==> config.mk <==
export PLATFORM = sky130hd
export DESIGN_NAME = cfb_frame_builder
export DESIGN_NICKNAME = d
export VERILOG_FILES = /design/src/rtl/cfb_pkg.sv /design/src/rtl/cfb_card_decode.sv /design/src/rtl/cfb_crc4_serial.sv /design/src/rtl/cfb_frame_builder.sv
export SDC_FILE = /design/constraint.sdc
export NUM_CORES = 1
export LEC_CHECK = 0
export CORE_UTILIZATION = 40
export DETAILED_ROUTE_END_ITERATION = 8
export HOLD_SLACK_MARGIN = 0.12
export SYNTH_ARGS = -nofsm -noshare
export SYNTH_HDL_FRONTEND = slang
export SYNTH_HIERARCHICAL = 1
export SYNTH_SLANG_ARGS = --single-unit
export TNS_END_PERCENT = 100
==> constraint.sdc <==
create_clock -name clk -period 5.5 [get_ports clk]
set_input_delay 1.1 -clock clk [delete_from_list [all_inputs] [get_ports clk]]
set_output_delay 1.1 -clock clk [all_outputs]
set_load 0.02 [all_outputs]
==> src/rtl/cfb_pkg.sv <==
// Package: shared constants and types of the CRC-4 command frame builder.
// Assumes a maximum address width of 10 bits; every other width derives from it.
package cfb_pkg;
    localparam int MAX_AW   = 10;
    localparam int CMD_MAX  = MAX_AW + 1;
    localparam int CRC_IN_W = CMD_MAX + 8;
    localparam int FRAME_W  = MAX_AW + 13;
    localparam int LEN_W    = $clog2(FRAME_W + 1);
    localparam int MEM_W    = MAX_AW + 1;

    localparam logic [3:0] CRC_POLY = 4'hC;
    localparam logic [3:0] CRC_SEED = 4'h5;

    typedef enum logic [1:0] {
        OP_RD_CMD = 2'b00,
        OP_WR_CMD = 2'b01,
        OP_CHK    = 2'b10,
        OP_RSVD   = 2'b11
    } op_e;

    typedef struct packed {
        logic             ok;
        logic [3:0]       aw;
        logic [MEM_W-1:0] mem_size;
    } geom_t;
endpackage

==> src/rtl/cfb_card_decode.sv <==
// Module: maps a card type code to its address width and memory size.
// Purely combinational. Unknown codes return ok=0 with a zero geometry.
module cfb_card_decode
    import cfb_pkg::*;
(
    input  logic [7:0] card_type,
    output geom_t      geom
);
    // Purpose: table lookup of the three supported card geometries.
    always_comb begin
        geom = '0;
        unique case (card_type)
            8'h0D: geom = '{ok: 1'b1, aw: 4'd5,  mem_size: MEM_W'(22)};
            8'h1D: geom = '{ok: 1'b1, aw: 4'd8,  mem_size: MEM_W'(256)};
            8'h3D: geom = '{ok: 1'b1, aw: 4'd10, mem_size: MEM_W'(1024)};
            default: geom = '0;
        endcase
    end
endmodule

==> src/rtl/cfb_crc4_serial.sv <==
// Module: bit-serial reflected CRC-4, one input bit per clock, LSB first.
// Assumes load is pulsed only while idle; nbits must not exceed DW.
module cfb_crc4_serial #(
    parameter int         DW    = 19,
    parameter int         CNT_W = $clog2(DW + 1),
    parameter logic [3:0] POLY  = 4'hC,
    parameter logic [3:0] SEED  = 4'h5
) (
    input  logic             clk,
    input  logic             rst_n,
    input  logic             load,
    input  logic [DW-1:0]    din,
    input  logic [CNT_W-1:0] nbits,
    output logic             busy,
    output logic             done,
    output logic [3:0]       crc
);
    logic [DW-1:0]    word_q;
    logic [CNT_W-1:0] left_q;
    logic [3:0]       nxt;
    logic             fb;

    // Purpose: one LFSR step on the current low input bit.
    always_comb begin
        fb  = crc[0] ^ word_q[0];
        nxt = crc >> 1;
        if (fb) nxt = nxt ^ POLY;
    end

    // Purpose: load the word, then consume one bit per cycle until empty.
    always_ff @(posedge clk) begin
        if (!rst_n) begin
            crc    <= '0;
            word_q <= '0;
            left_q <= '0;
            busy   <= 1'b0;
            done   <= 1'b0;
        end else begin
            done <= 1'b0;
            if (load) begin
                crc    <= SEED;
                word_q <= din;
                left_q <= nbits;
                busy   <= (nbits != '0);
                done   <= (nbits == '0);
            end else if (busy) begin
                crc    <= nxt;
                word_q <= word_q >> 1;
                left_q <= left_q - 1'b1;
                if (left_q == CNT_W'(1)) begin
                    busy <= 1'b0;
                    done <= 1'b1;
                end
            end
        end
    end
endmodule

==> src/rtl/cfb_frame_builder.sv <==
// Module: top of the CRC-4 command frame builder. Validates a request,
// emits read commands at once, and runs the serial CRC for write frames
// and reply checks. Assumes inputs are stable in the cycle start is high.
module cfb_frame_builder
    import cfb_pkg::*;
#(
    parameter int PROT_LAST = 4
) (
    input  logic               clk,
    input  logic               rst_n,
    input  logic               start,
    input  logic [1:0]         op,
    input  logic [7:0]         card_type,
    input  logic [MAX_AW-1:0]  addr,
    input  logic [7:0]         wdata,
    input  logic [11:0]        reply,
    output logic               busy,
    output logic               done,
    output logic               err,
    output logic [FRAME_W-1:0] frame,
    output logic [LEN_W-1:0]   frame_len,
    output logic [7:0]         rdata,
    output logic               crc_ok
);
    typedef enum logic {S_IDLE, S_WAIT} state_e;

    state_e              state_q;
    op_e                 op_in, op_q;
    geom_t               geom;
    logic [3:0]          cmdw;
    logic [CMD_MAX-1:0]  cmd_in;
    logic                bad, accept, crc_load;
    logic [7:0]          byte_in;
    logic [CRC_IN_W-1:0] crc_word;
    logic [LEN_W-1:0]    crc_nbits;
    logic                crc_busy, crc_done;
    logic [3:0]          crc_val;
    logic [3:0]          aw_q;
    logic [CMD_MAX-1:0]  cmd_q;
    logic [7:0]          byte_q;
    logic [3:0]          rx_crc_q;
    logic [FRAME_W-1:0]  wr_frame;

    cfb_card_decode u_dec (
        .card_type (card_type),
        .geom      (geom)
    );

    // Purpose: request decode, legality check and CRC input packing.
    always_comb begin
        op_in     = op_e'(op);
        cmdw      = geom.aw + 4'd1;
        cmd_in    = {addr, (op_in == OP_WR_CMD) ? 1'b0 : 1'b1};
        bad       = !geom.ok
                  || (op_in == OP_RSVD)
                  || ({1'b0, addr} >= geom.mem_size)
                  || ((op_in == OP_WR_CMD) && (addr <= MAX_AW'(PROT_LAST)));
        accept    = (state_q == S_IDLE) && start;
        crc_load  = accept && !bad && (op_in != OP_RD_CMD);
        byte_in   = (op_in == OP_WR_CMD) ? wdata : reply[7:0];
        crc_word  = (CRC_IN_W'(byte_in) << cmdw) | CRC_IN_W'(cmd_in);
        crc_nbits = LEN_W'(cmdw) + LEN_W'(8);
    end

    cfb_crc4_serial #(
        .DW    (CRC_IN_W),
        .CNT_W (LEN_W),
        .POLY  (CRC_POLY),
        .SEED  (CRC_SEED)
    ) u_crc (
        .clk   (clk),
        .rst_n (rst_n),
        .load  (crc_load),
        .din   (crc_word),
        .nbits (crc_nbits),
        .busy  (crc_busy),
        .done  (crc_done),
        .crc   (crc_val)
    );

    // Purpose: place command, data byte and CRC nibble into a write frame.
    always_comb begin
        wr_frame = FRAME_W'(cmd_q)
                 | (FRAME_W'(byte_q) << ({1'b0, aw_q} + 5'd1))
                 | (FRAME_W'(crc_val) << ({1'b0, aw_q} + 5'd9));
    end

    // Purpose: request sequencing and result registers.
    always_ff @(posedge clk) begin
        if (!rst_n) begin
            state_q   <= S_IDLE;
            op_q      <= OP_RD_CMD;
            aw_q      <= '0;
            cmd_q     <= '0;
            byte_q    <= '0;
            rx_crc_q  <= '0;
            done      <= 1'b0;
            err       <= 1'b0;
            frame     <= '0;
            frame_len <= '0;
            rdata     <= '0;
            crc_ok    <= 1'b0;
        end else begin
            done <= 1'b0;
            unique case (state_q)
                S_IDLE: if (accept) begin
                    op_q     <= op_in;
                    aw_q     <= geom.aw;
                    cmd_q    <= cmd_in;
                    byte_q   <= byte_in;
                    rx_crc_q <= reply[11:8];
                    if (bad) begin
                        done      <= 1'b1;
                        err       <= 1'b1;
                        frame     <= '0;
                        frame_len <= '0;
                        rdata     <= '0;
                        crc_ok    <= 1'b0;
                    end else if (op_in == OP_RD_CMD) begin
                        done      <= 1'b1;
                        err       <= 1'b0;
                        frame     <= FRAME_W'(cmd_in);
                        frame_len <= LEN_W'(cmdw);
                        rdata     <= '0;
                        crc_ok    <= 1'b0;
                    end else begin
                        state_q <= S_WAIT;
                    end
                end
                S_WAIT: if (crc_done) begin
                    state_q <= S_IDLE;
                    done    <= 1'b1;
                    err     <= 1'b0;
                    if (op_q == OP_WR_CMD) begin
                        frame     <= wr_frame;
                        frame_len <= {1'b0, aw_q} + 5'd13;
                        rdata     <= '0;
                        crc_ok    <= 1'b0;
                    end else begin
                        frame     <= '0;
                        frame_len <= '0;
                        rdata     <= byte_q;
                        crc_ok    <= (crc_val == rx_crc_q);
                    end
                end
                default: state_q <= S_IDLE;
            endcase
        end
    end

    assign busy = (state_q == S_WAIT) || crc_busy;
endmodule

==> impl_results.md <==
- Classification of the worst-slack hold path: reg -> reg
- Leading cell type by number of instances after synthesis: nand2_1
- Maximum number of pins on one net before global-route repair: 77
- Post-route DRC violation count: 0
- Post-synthesis cell count: 777
- Cell area after technology mapping: approximately 6300 µm²
- Die H: 127.2 µm
- Area taken by multi-input logic gates: a little under 4000 µm²
- Share of the clock period used by the worst path after layout: approximately four fifths
- Layout Skew: 0.01065 ns
- Sink Count: between 90 and 100
- Share of synthesized flip-flops with an asynchronous set or reset: 0%
- Count of standard-cell rows: 45
- Highest clock rate: about 0.23 GHz
- Vias after detailed routing: around 5900
- Average detailed-routed wire length per instance: approximately 19 µm
- Switch Pwr: roughly 0.00046 W
- Detailed placement HPWL: around 14000 µm
- Sequential fraction of design power: 46.9%
- Proportion of layout cells with a drive suffix above 1: ~6.3%
- Outcome: finished clean
- Yosys warning total: 6
- TritonCTS clock tree: built
- Floorplan die area: 16190 µm²
- Routability-driven placement congestion ratio: between 0.9 and 1
- Max-slew violation count: 0
- Number of buffers added on ports: 82
- Fraction of post-synthesis cell area in the top cell type by area: a little under a third
- Max-cap check violation count: 0
- CP max FO: between 40 and 50
- Gr ovfl total: 0
- Hold path startpoint: frame[17]
- Post-synthesis average cell area: 8.076 µm²
- WS Path Type: in -> reg
- Via-to-Cell Ratio: 5.759
- Critical path data arrival time: ~4.6 ns
- Critical Path RT: between 5 and 6 ns
- Post-cts resize count: 0
- FF+latch area: a little under 2000 µm²
- End of the worst register-to-register path: frame[6]
- Number of ports placed on the die boundary: 83
- EDFF count, synth: 0
- Most common library cells after synthesis: 111 x nand2_1, 99 x dfxtp_1, 54 x mux2i_1, 40 x a21oi_1
- Antenna violations before repair: 0
- Beginning of the worst register-to-register path: aw_q[1]
- Worst reg2reg path depth: 7
- Combinational fraction of design power: 12.2%
- Cell at the root of the clock tree: clkbuf_16
- Worst relative slew slack: between 10% and 20%
- Inserted Diodes: 0
- Chip width: ~130 µm
- Leading register cell type out of synthesis: dfxtp_1
- Total of hold buffers inserted after clock tree synthesis: 0
- Number of distinct standard cells referenced by the synthesized netlist: 77
- Top cells by area in the synthesized netlist: dfxtp_1 32%, mux2i_1 8.6%, nand2_1 6.6%
- Worst min-delay path endpoint: frame[17]
- IR drop worst, VDD: about 0.00014 V
- Number of buffers inserted to repair setup after CTS: 0
- Global-route wire length before repair: 30780 µm
- Layout overhead on the synthesized area: 18.50%
- Power density over the cells: 216.3 nW/µm²
- Drt total wl: between 15000 and 20000 µm
- Switching portion of total power: 28.69%
- Static leakage: approximately 2.7 nW
- Dominant cell type by area after synthesis: dfxtp_1
- Post-synthesis sequential area ratio: 31.59%
- Sum Neg Setup Slack: 0 ns
- All-layer global routing usage: around a quarter
- RSZ-0062 raised after global routing: false
- Hold Path Depth: 2
- Clock network power share: about two fifths
- Setup slack of the worst register-to-register path: ~1.9 ns
- Setup slack after layout: ~1.1 ns
- Worst Setup Slack post-DPL: approximately 0.73 ns
- Initial Util: between 40% and 50%
- Final number of hold-violating endpoints: 0
- Core region area: ~15000 µm²
- Total number of nets in the final design: ~870
- Register bit count reported by yosys: approximately 100
- Final setup violating endpoints: 0
- Insertion delay to the later sink of the worst-skew pair: between 0.3 and 0.4 ns
- Number of DRC violations after detailed-routing iteration 0: ~400
- CTS buffer count: 9
- Maximum count of clock buffers along a single path: 2
- Internal power of the cells: roughly 0.0011 W
- Clock-pin slew of the registers on the worst-case setup and hold paths: about 0.08 ns
- Via count of the first global-routing pass: roughly 5600
- Kind of start point of the critical path: input port
- Minimum period implied by the final worst setup slack: about 4.4 ns
- CP endpoint kind: flip-flop
- Pin slew with the least headroom to its limit: between 1 and 1.5 ns
- Number of detailed-routing iterations run before antenna repair: 5
- Number of H-tree branching levels: 3
- Routed Antenna Nets: 0
- Number of filler instances in the final layout: approximately 1500
## worst max path at each step
stage | endpoint | slack, ns | depth (start not counted) | start
3_5_place_dp | u_crc/busy | 0.73 | 15 | card_type[7]
2_1_floorplan | u_crc/word_q[0] | 1.20 | 14 | card_type[7]
5_1_grt | u_crc/busy | 0.90 | 15 | card_type[7]
6_report | u_crc/left_q[4] | 1.11 | 15 | card_type[7]
3_3_place_gp | u_crc/left_q[4] | 0.86 | 15 | card_type[7]
4_1_cts | u_crc/busy | 1.13 | 15 | card_type[7]
## worst max-delay path, cell delays in order
cell	delay (ns)
clkdlybuf4s50_1	0.40
or4b_4	0.57
nor4_2	0.21
buf_4	0.25
inv_1	0.07
ha_1	0.29
a21o_1	0.16
a31oi_1	0.15
o221a_2	0.30
nand3_1	0.18
nor2_2	0.14
buf_4	0.37
inv_2	0.15
o21ai_0	0.20
a31oi_1	0.06
## registers in the layout (all words and copies together) (netlist names)
name and count:
u_crc/busy 1, u_crc/left_q 5, rx_crc_q 4, crc_ok 1, err 1, op_q 2, aw_q 4, u_crc/done 1
frame 23, cmd_q 11, rdata 8, state_q 1, u_crc/crc 4, frame_len 5, u_crc/word_q 19, byte_q 8
done 1
## power groups by stage
stage	clock (W)	sequential [W]	combinational, W
floorplan	0	0.000769	0.000108
global placement	0	0.000769	0.000193
detailed placement	0	0.000770	0.000195
CTS	0.000671	0.000753	0.000196
global route	0.000700	0.000756	0.000216
finish	0.000658	0.000754	0.000197
## cell families after synthesis
kind of cell,after synthesis,synth area share [%]
AND/OR/NAND/NOR,267,20.48
AO/OA/AOI/OAI,227,24.63
flip-flops,99,31.59
buffers and inverters,90,6.680
multiplexers,66,11.84
adder cells (fa/ha/maj),14,2.792
XOR/XNOR,13,1.934
other,1,0.05976
## metal layers
| metal | GRT usage [%] | share of wire (%) | up-vias |
|---|---|---|---|
| met5 | 0 | 0 | - |
| met4 | 10.22 | 2.6 | 0 |
| met3 | 3.727 | 5.7 | 37 |
| met2 | 39.46 | 46 | 220 |
| met1 | 33.59 | 46 | 2821 |
| li1 | - | - | 2865 |
## final cells by class
class	count	share of cell area [%]
inverters	21	1.060
clock buffers	9	3.029
multi-input cells	593	52.50
clock inverters	7	1.060
well taps	211	3.550
flip-flops and latches	99	26.65
repair buffers	92	12.15
## per-stage QoR
stage          area [µm²]  power (W)  instances  hold WS (ns)  utilization, %
6_report             7436   0.001609       1032        0.4528           48.73
3_3_place_gp         7132  0.0009620       1016        0.4411           46.74
3_5_place_dp         7132  0.0009657       1016        0.4451           46.74
2_1_floorplan        6294  0.0008776        782        0.4403               -
4_1_cts              7436   0.001621       1032        0.4560           48.73
5_1_grt              7436   0.001671       1032        0.4782           48.73
## cell usage in the layout (no fill, tap or decap), types with 4 or more instances in the layout
cell type        count
a21boi_0            21
ha_1                14
a21boi_1            12
buf_4                9
o211ai_1             4
a221oi_1             6
a211oi_1             4
mux2i_1             54
and3_1               5
xor2_1               6
and2_1              26
o211a_1             10
nand3_1             33
nor2b_1              7
clkdlybuf4s50_1     81
o21a_1               4
o31ai_1             11
o22ai_1              4
xnor2_1              6
nor2_1              33
o21ai_0             37
mux2_2               5
mux4_2               6
inv_1               19
a21oi_1             40
nor3_1              16
o21ai_1             20
o21bai_1             5
a31oi_1             11
dfxtp_1             99
nand2b_1             7
a21o_1              10
clkbuf_16            9
nand2_1            111
conb_1               6
Power figures use the tool's default switching activity.
